## src/rtl/stem_route_pkg.sv

```systemverilog
// Shared definitions for the stem router direction logic.
// Port bit positions are fixed here because neighbouring blocks decode them.
package stem_route_pkg;

    localparam int NUM_PORTS = 4;
    localparam int P_PARENT  = 0;
    localparam int P_NEIGH   = 1;
    localparam int P_LEFT    = 2;
    localparam int P_RIGHT   = 3;

    // Kind of hop chosen for a header.
    typedef enum logic [1:0] {
        HOP_UP    = 2'd0,
        HOP_CROSS = 2'd1,
        HOP_DOWN  = 2'd2,
        HOP_NONE  = 2'd3
    } hop_dir_e;

    // Turn a hop kind and a child bit into a one-hot port vector.
    function automatic logic [NUM_PORTS-1:0] hop_to_port(input hop_dir_e dir,
                                                         input logic child_right);
        logic [NUM_PORTS-1:0] v;
        v = '0;
        case (dir)
            HOP_UP:    v[P_PARENT] = 1'b1;
            HOP_CROSS: v[P_NEIGH]  = 1'b1;
            HOP_DOWN:  begin
                if (child_right) v[P_RIGHT] = 1'b1;
                else             v[P_LEFT]  = 1'b1;
            end
            default:   v = '0;
        endcase
        return v;
    endfunction

endpackage

```

## src/rtl/stem_level_target.sv

```systemverilog
// Per-level target computation.
// Does: for the router's own level l it gives the index of the level-l router
// above the destination leaf (dest >> l) and the destination bit l-1, which
// chooses the child one level down. It also says whether l is a valid stem level.
// Assumes: levels run 1..TOP_LVL; all other values are flagged invalid.
module stem_level_target #(
    parameter int LEAF_W  = 4,
    parameter int LVL_W   = 3,
    parameter int TOP_LVL = 3
) (
    input  logic [LEAF_W-1:0] dest,
    input  logic [LVL_W-1:0]  level,
    output logic [LEAF_W-1:0] tgt_pos,
    output logic              child_bit,
    output logic              level_ok
);
    localparam logic [LVL_W-1:0] TOP_V = LVL_W'(TOP_LVL);

    logic [LEAF_W-1:0] shifted [1:TOP_LVL];
    logic              childb  [1:TOP_LVL];

    // One fixed shift and one child bit for each stem level.
    for (genvar k = 1; k <= TOP_LVL; k++) begin : g_lvl
        assign shifted[k] = dest >> k;
        assign childb[k]  = dest[k-1];
    end

    // Pick the entries for the router's own level.
    always_comb begin
        tgt_pos   = '0;
        child_bit = 1'b0;
        for (int k = 1; k <= TOP_LVL; k++) begin
            if (level == LVL_W'(k)) begin
                tgt_pos   = shifted[k];
                child_bit = childb[k];
            end
        end
    end

    // A level is usable only inside the stem range.
    assign level_ok = (level != '0) && (level <= TOP_V);

endmodule

```

## src/rtl/stem_hop_decide.sv

```systemverilog
// Hop decision.
// Does: compares the router's own position with the level target and picks
// climb (lower levels), cross (highest level) or descend, as a one-hot port vector.
// Assumes: the target and the child bit come from stem_level_target for the same level.
module stem_hop_decide
    import stem_route_pkg::*;
#(
    parameter int LEAF_W  = 4,
    parameter int LVL_W   = 3,
    parameter int TOP_LVL = 3
) (
    input  logic [LVL_W-1:0]     level,
    input  logic                 level_ok,
    input  logic [LEAF_W-1:0]    own_pos,
    input  logic [LEAF_W-1:0]    tgt_pos,
    input  logic                 child_bit,
    output hop_dir_e             dir,
    output logic [NUM_PORTS-1:0] port_next
);
    localparam logic [LVL_W-1:0] TOP_V = LVL_W'(TOP_LVL);

    logic at_top;
    logic on_target;

    assign at_top    = (level == TOP_V);
    assign on_target = (own_pos == tgt_pos);

    // Choose the hop kind: down when on target, otherwise cross at the top level or climb.
    always_comb begin
        if (!level_ok)      dir = HOP_NONE;
        else if (on_target) dir = HOP_DOWN;
        else if (at_top)    dir = HOP_CROSS;
        else                dir = HOP_UP;
    end

    // Encode the hop kind into the port vector.
    assign port_next = hop_to_port(dir, child_bit);

endmodule

```

## src/rtl/stem_port_reg.sv

```systemverilog
// Output register.
// Does: captures the port choice when the header strobe is high and clears
// it otherwise, so the outputs follow the strobe by exactly one cycle.
// Assumes: synchronous active-low reset.
module stem_port_reg #(
    parameter int NPORT = 4
) (
    input  logic             clk,
    input  logic             rst_n,
    input  logic             hdr_valid,
    input  logic [NPORT-1:0] port_next,
    output logic [NPORT-1:0] port_sel,
    output logic             out_valid
);
    // Register the qualified port choice and its valid flag.
    always_ff @(posedge clk) begin
        if (!rst_n) begin
            port_sel  <= '0;
            out_valid <= 1'b0;
        end else begin
            port_sel  <= hdr_valid ? port_next : '0;
            out_valid <= hdr_valid;
        end
    end

    assert_idle_zero_R9: assert property (@(posedge clk) disable iff (!rst_n)
        !out_valid |-> (port_sel == '0));

    assert_onehot_R8: assert property (@(posedge clk) disable iff (!rst_n)
        $onehot0(port_sel));

endmodule

```

## src/rtl/stem_dir_router.sv

```systemverilog
// Top level of the stem router direction logic.
// Does: for a header at a stem router of one row or column tree, gives the
// registered one-hot output port (parent, neighbour, left child, right child).
// Assumes: LEAVES is a power of two, at least 4; the highest stem level is
// log2(LEAVES)-1, where two routers are joined by a neighbour link instead of a root.
module stem_dir_router
    import stem_route_pkg::*;
#(
    parameter int LEAVES = 16,
    localparam int TREE_DEPTH = $clog2(LEAVES),
    localparam int TOP_LVL    = TREE_DEPTH - 1,
    localparam int LEAF_W     = TREE_DEPTH,
    localparam int LVL_W      = $clog2(TREE_DEPTH) + 1
) (
    input  logic                 clk,
    input  logic                 rst_n,
    input  logic                 hdr_valid,
    input  logic [LEAF_W-1:0]    dest_leaf,
    input  logic [LVL_W-1:0]     my_level,
    input  logic [LEAF_W-1:0]    my_pos,
    output logic [NUM_PORTS-1:0] port_sel,
    output logic                 out_valid
);
    localparam logic [LVL_W-1:0] TOP_V = LVL_W'(TOP_LVL);

    logic [LEAF_W-1:0]    tgt_pos;
    logic                 child_bit;
    logic                 level_ok;
    hop_dir_e             dir;
    logic [NUM_PORTS-1:0] port_next;

    // Target position and child bit for the router's own level.
    stem_level_target #(.LEAF_W(LEAF_W), .LVL_W(LVL_W), .TOP_LVL(TOP_LVL)) u_target (
        .dest      (dest_leaf),
        .level     (my_level),
        .tgt_pos   (tgt_pos),
        .child_bit (child_bit),
        .level_ok  (level_ok)
    );

    // Climb, cross or descend.
    stem_hop_decide #(.LEAF_W(LEAF_W), .LVL_W(LVL_W), .TOP_LVL(TOP_LVL)) u_decide (
        .level     (my_level),
        .level_ok  (level_ok),
        .own_pos   (my_pos),
        .tgt_pos   (tgt_pos),
        .child_bit (child_bit),
        .dir       (dir),
        .port_next (port_next)
    );

    // One-cycle output register.
    stem_port_reg #(.NPORT(NUM_PORTS)) u_reg (
        .clk       (clk),
        .rst_n     (rst_n),
        .hdr_valid (hdr_valid),
        .port_next (port_next),
        .port_sel  (port_sel),
        .out_valid (out_valid)
    );

    assert_valid_follows_R2: assert property (@(posedge clk) disable iff (!rst_n)
        hdr_valid |=> out_valid);

    assert_idle_follows_R2: assert property (@(posedge clk) disable iff (!rst_n)
        !hdr_valid |=> !out_valid);

    assert_descend_R3: assert property (@(posedge clk) disable iff (!rst_n)
        (hdr_valid && my_level != '0 && my_level <= TOP_V && (dest_leaf >> my_level) == my_pos)
        |=> (port_sel[P_LEFT] || port_sel[P_RIGHT]));

    assert_climb_R5: assert property (@(posedge clk) disable iff (!rst_n)
        (hdr_valid && my_level != '0 && my_level < TOP_V && (dest_leaf >> my_level) != my_pos)
        |=> port_sel[P_PARENT]);

    assert_cross_R6: assert property (@(posedge clk) disable iff (!rst_n)
        (hdr_valid && my_level == TOP_V && (dest_leaf >> my_level) != my_pos)
        |=> port_sel[P_NEIGH]);

    assert_top_no_parent_R6: assert property (@(posedge clk) disable iff (!rst_n)
        (hdr_valid && my_level == TOP_V) |=> !port_sel[P_PARENT]);

    assert_bad_level_R7: assert property (@(posedge clk) disable iff (!rst_n)
        (hdr_valid && (my_level == '0 || my_level > TOP_V)) |=> (port_sel == '0));

endmodule

```

## config.mk

```make
export PLATFORM = sky130hd
export DESIGN_NAME = stem_dir_router
export DESIGN_NICKNAME = d
export VERILOG_FILES = /design/src/rtl/stem_route_pkg.sv /design/src/rtl/stem_level_target.sv /design/src/rtl/stem_hop_decide.sv /design/src/rtl/stem_port_reg.sv /design/src/rtl/stem_dir_router.sv
export SDC_FILE = /design/constraint.sdc
export NUM_CORES = 1
export LEC_CHECK = 0
export BUFFER_PORTS_ARGS = -buffer_cell sky130_fd_sc_hd__clkbuf_2
export CORE_AREA = 2 2 39 41
export CTS_CLUSTER_SIZE = 28
export DETAILED_ROUTE_END_ITERATION = 10
export DIE_AREA = 0 0 41 43
export GPL_ROUTABILITY_DRIVEN = 0
export PLACE_DENSITY = 0.49
export REMOVE_ABC_BUFFERS = 1
export SLEW_MARGIN = 15
export SYNTH_ARGS = -nofsm -noshare
export SYNTH_HDL_FRONTEND = slang
export SYNTH_SLANG_ARGS = --single-unit
```

## constraint.sdc

```tcl
create_clock -name clk -period 4.55 [get_ports clk]
set_input_delay 1.1375 -clock clk [delete_from_list [all_inputs] [get_ports clk]]
set_output_delay 1.1375 -clock clk [all_outputs]
set_load 0.05 [all_outputs]
```

# Yosys cells after proc, flatten, opt, wreduce, memory -nomap -nowiden
# Cells that the tools add are included.
[word_totals] elab_cells=28 regBits=5 output_inout_bits=5
[op_classes] muxes=13 eq_ne=6 n_reduce_logical=5 n_lt_le_gt_ge=1
[ops] operator="1-bit 2-to-1 mux" count=8
[ops] operator="4-bit 2-to-1 mux" count=2
[ops] operator="3-bit by 2-bit == test with 1-bit output, second input constant" count=2
[ops] operator="4-bit == test" count=1
[ops] operator="2-bit 2-to-1 mux" count=2
[ops] operator="3-bit by 1-bit == test with 1-bit output, second input constant" count=1
[ops] operator="3-bit by 2-bit less-or-equal comparator with 1-bit output, second input constant" count=1
[ops] operator="3-bit 2-to-1 mux" count=1
[ops] operator="3-bit AND reduction" count=1
[ops] operator="3-bit nonzero test" count=1
[ops] operator="2-bit by 1-bit == test with 1-bit output, second input constant" count=1
[ops] operator="2-bit == test, second input constant" count=1
[ops] operator="2-bit zero test" count=1
[ops] operator="2-bit AND reduction" count=1
[ops] operator="1-bit logical AND" count=1

# Longest topological paths before layout
[depth] ltp_word=9 ltp_mapped=5

# By module
# A second synthesis with hierarchy kept.
[unflattened] cells_unflattened=37 area_unflattened_um2=349.1
[modules_own_cells] mod="stem_port_reg" cells_per_inst=10 area_each_um2=132.6 instances=1 seq_area_each_um2=100.1
[modules_own_cells] mod="stem_hop_decide" cells_per_inst=12 area_each_um2=108.9 instances=1 seq_area_each_um2=0.0
[modules_own_cells] mod="stem_level_target" cells_per_inst=15 area_each_um2=107.6 instances=1 seq_area_each_um2=0.0

# Worst setup path after synthesis
# OpenSTA, ideal clock, no wires.
[synth_path] path_type="input-to-reg" from="input port my_level[1]" to="register u_reg.port_sel[2]" n_path_buf=0 path_stages=4 t_arrival_ns=2.298 setup_time_ns=0.087 required_time_ns=4.463 setup_slack_ns=2.164 cell_sequence="nor4bb_1 > xor2_1 > or4_4 > nor4b_2"
[synth_via] elab_chain_len=9
[synth_rtl] item="start, declared" line_no="stem_dir_router.sv:19" rtl="input logic [LVL_W-1:0] my_level,"
[synth_rtl] item="3-bit by 1-bit == test with 1-bit output" line_no="stem_level_target.sv:33" rtl="if (level == LVL_W'(k)) begin"
[synth_rtl] item="3-bit 2-to-1 mux" line_no="stem_level_target.sv:33"
[synth_rtl] item="4-bit 2-to-1 mux (2 in a row)" line_no="stem_level_target.sv:33"
[synth_rtl] item="4-bit == test" line_no="stem_hop_decide.sv:26" rtl="assign on_target = (own_pos == tgt_pos);"
[synth_rtl] item="2-bit 2-to-1 mux" line_no="stem_hop_decide.sv:31" rtl="else if (on_target) dir = HOP_DOWN;"
[synth_rtl] item="2-bit 2-to-1 mux" line_no="stem_hop_decide.sv:30" rtl="if (!level_ok) dir = HOP_NONE;"
[synth_rtl] item="2-bit == test" line_no="stem_route_pkg.sv:24" rtl="case (dir)"
[synth_rtl] item="3-bit AND reduction (no source line)"
[synth_rtl] item="end signal, assigned" line_no="stem_port_reg.sv:21" rtl="port_sel <= hdr_valid ? port_next : '0;"
[synth_rtl] item="end, declared" line_no="stem_port_reg.sv:12" rtl="output logic [NPORT-1:0] port_sel,"
# Several ways; a longest one is shown, not always the timed one.
# A chain may end at the register's enable or synchronous reset.

# Worst setup path in the final report
# Ends and elaborated chain as after synthesis.

==> qor.yml <==
finish:
  fillCellCount: 157
  fin_cells: 72
  drive_gt1_frac: 0.4464
  utilization: 0.3318
  area_delta_synth_final_pct: 36.94
  final_nets: 71
  n_antenna_cell: 0
  final_common_cell: "clkbuf_2"
  final_cell_mix: "clkbuf_2, dfxtp_1, nor2_1, clkbuf_4"
sta:
  min_period_over_period: 0.5304
  fin_ws_ns: 2.137
  relSlewSlack: 0.7516
  tightest_slew_ns: 0.3700
  setup_violations: 0
  rsz0062_at_grt: "no"
  fin_tns_setup_ns: 0
  report.final.slew_viol_count: 0
  finalCriticalPeriod_ns: 2.413
  fmax_ghz: 0.4144
  hold_ws_ns: 1.134
  hold_viol_final: 0
clock_tree:
  clockRootBuffer: "clkbuf_4"
  cts_tree: "yes"
  postCtsHoldBufs: 0
  clkTransAtPathRegs_ns: 0.04
  cts_max_level: 1
  cts.sinks: 5
  cts_setup_buffers: 0
  numCtsBuffers: 3
  clk_path_buf_depth: 2
  ctsResizeCount: 0
placed_design:
  place_hpwl_um: 550.9
  io_buffers: 18
  place_ws_ns: 1.882
  dp_cells: 68
floorplan:
  die_w_um: 41
  fp.dieH_um: 43
  core-area_um2: 1384
  dieArea_um2: 1763
  num_rows: 14
  initial_core_util: 0.2423
  boundaryPins: 19
synth:
  yosys.area_share.simple: 0.3545
  synth_edf_count: 0
  yosysUniqueCellTypes: 27
  yosysSeqAreaShare: 0.2985
  synth_compound_area_frac: 0.1567
  synthMuxAreaShare: 0.06343
  synth_cells: 36
  synthArstFlopShare: 0
  synth_xor_area_frac: 0.07836
  ys.flop_type: "dfxtp_1"
  yosys_warnings: 0
  synth_top_family_by_area: "simple AND/OR/NAND/NOR gates"
  ys_seq_elements: 5
  synth.avg_cell_area_um2: 9.315
  synthesis.area_um2: 335.3
  synth-adder-area-share: 0
power_and_ir_drop:
  ir_worst_vdd_mv: 0.05985
  power_leakage_uw: 0.0002181
  powerDensity_nw_per_um2: 266.8
routing:
  routed_wl_um: 707
  vias_per_cell: 4.819
  drtIter0Drc: 4
  dr_wl_met3_um: 52
  ant_nets: 0
  post_drt_wl_per_cell_um: 9.819
  vias: 347
  wl_met2_um: 324
  drc: 0
  wl_met1_um: 331
  first_pass_iters: 2
  top_layer: "met3"
worst_setup_path:
  cp.required_ns: 4.70
  start_kind: "input pin"
  critPathKind: "input pin to flop"
  cp-end-kind: "flop"
  critPathArrivalTime_ns: 2.57
  cp_max_fo: 11
status:
  status: "complete, no violations"
run:
  drv_cap: 0
global_routing:
  grt_pass1_vias: 311
  grt_pass1_wl_mm: 1.159
  grt_util_all_layers: 0.09800
  antenna_found_initial: 0
  grt_max_degree: 12
  grt_overflow_total: 0
hold_path:
  hold_class: "input pin to flop"
-- critical path, cell delays in order --
cell and delay [ns]:
clkbuf_2 0.17, nor4bb_1 0.36, xor2_1 0.15, or4_4 0.54
nor4b_2 0.20
-- kinds of logic (layout without fill, tap and decap cells) --
logic type,after synthesis,count (layout)
buffers and inverters,3,23
AOI/OAI and AO/OA,7,7
and+or+nand+nor,16,16
xor gates and xnor gates,3,3
muxes,2,2
DFF,5,5
-- power breakdown --
| group | switching, uW | total [uW] | internal, uW | leakage (uW) |
|---|---|---|---|---|
| Sequential | 0.199 | 45.2 | 45.0 | 0.0000407 |
| Combinational | 15.5 | 26.9 | 11.3 | 0.000162 |
| Clock | 17.4 | 50.5 | 33.1 | 0.0000150 |
-- stage by stage --
stage,total power (uW),area [um^2]
6_report,122.5,459.2
5_1_grt,131.8,459.2
4_1_cts,124.5,459.2
3_5_place_dp,72.95,432.9
3_3_place_gp,72.96,432.9
2_1_floorplan,60.90,322.8
-- synthesized netlist by cell type, types with 2 or more instances --
cell | instances | area [um^2]
nand2_1 | 2 | 7.510
nor2_1 | 3 | 11.26
nor4bb_1 | 2 | 20.02
dfxtp_1 | 5 | 100.1
xor2_1 | 2 | 17.52
-- registers in the layout (all words and copies together) (netlist names) --
| name | cells |
|---|---|
| u_reg.out_valid | 1 |
| u_reg.port_sel | 4 |
-- worst paths after layout --
check | startpoint | endpoint | slack [ns] | cells after the start
worst max-delay path | my_level[1] | u_reg.port_sel[2]$_SDFF_PN0_ | 2.14 | 5
worst min-delay path | hdr_valid | u_reg.out_valid$_SDFF_PN0_ | 1.13 | 3
-- final cells by class --
cell class              instances  area, um^2  share of cell area
clock buffers                   4       26.28             0.05722
repair buffers                 18       90.09              0.1962
well taps                      16       20.02             0.04360
flip-flops and latches          5       100.1              0.2180
inverters                       1       3.754            0.008174
multi-input cells              28       219.0              0.4768
-- per-layer routing --
| layer | vias to the layer above | GRT usage |
|---|---|---|
| li1 | 177 | - |
| met1 | 155 | 0.1238 |
| met2 | 15 | 0.1375 |
| met3 | 0 | 0.01571 |
| met4 | 0 | 0.08000 |
| met5 | - | 0 |
(Power assumes the default switching activity.)
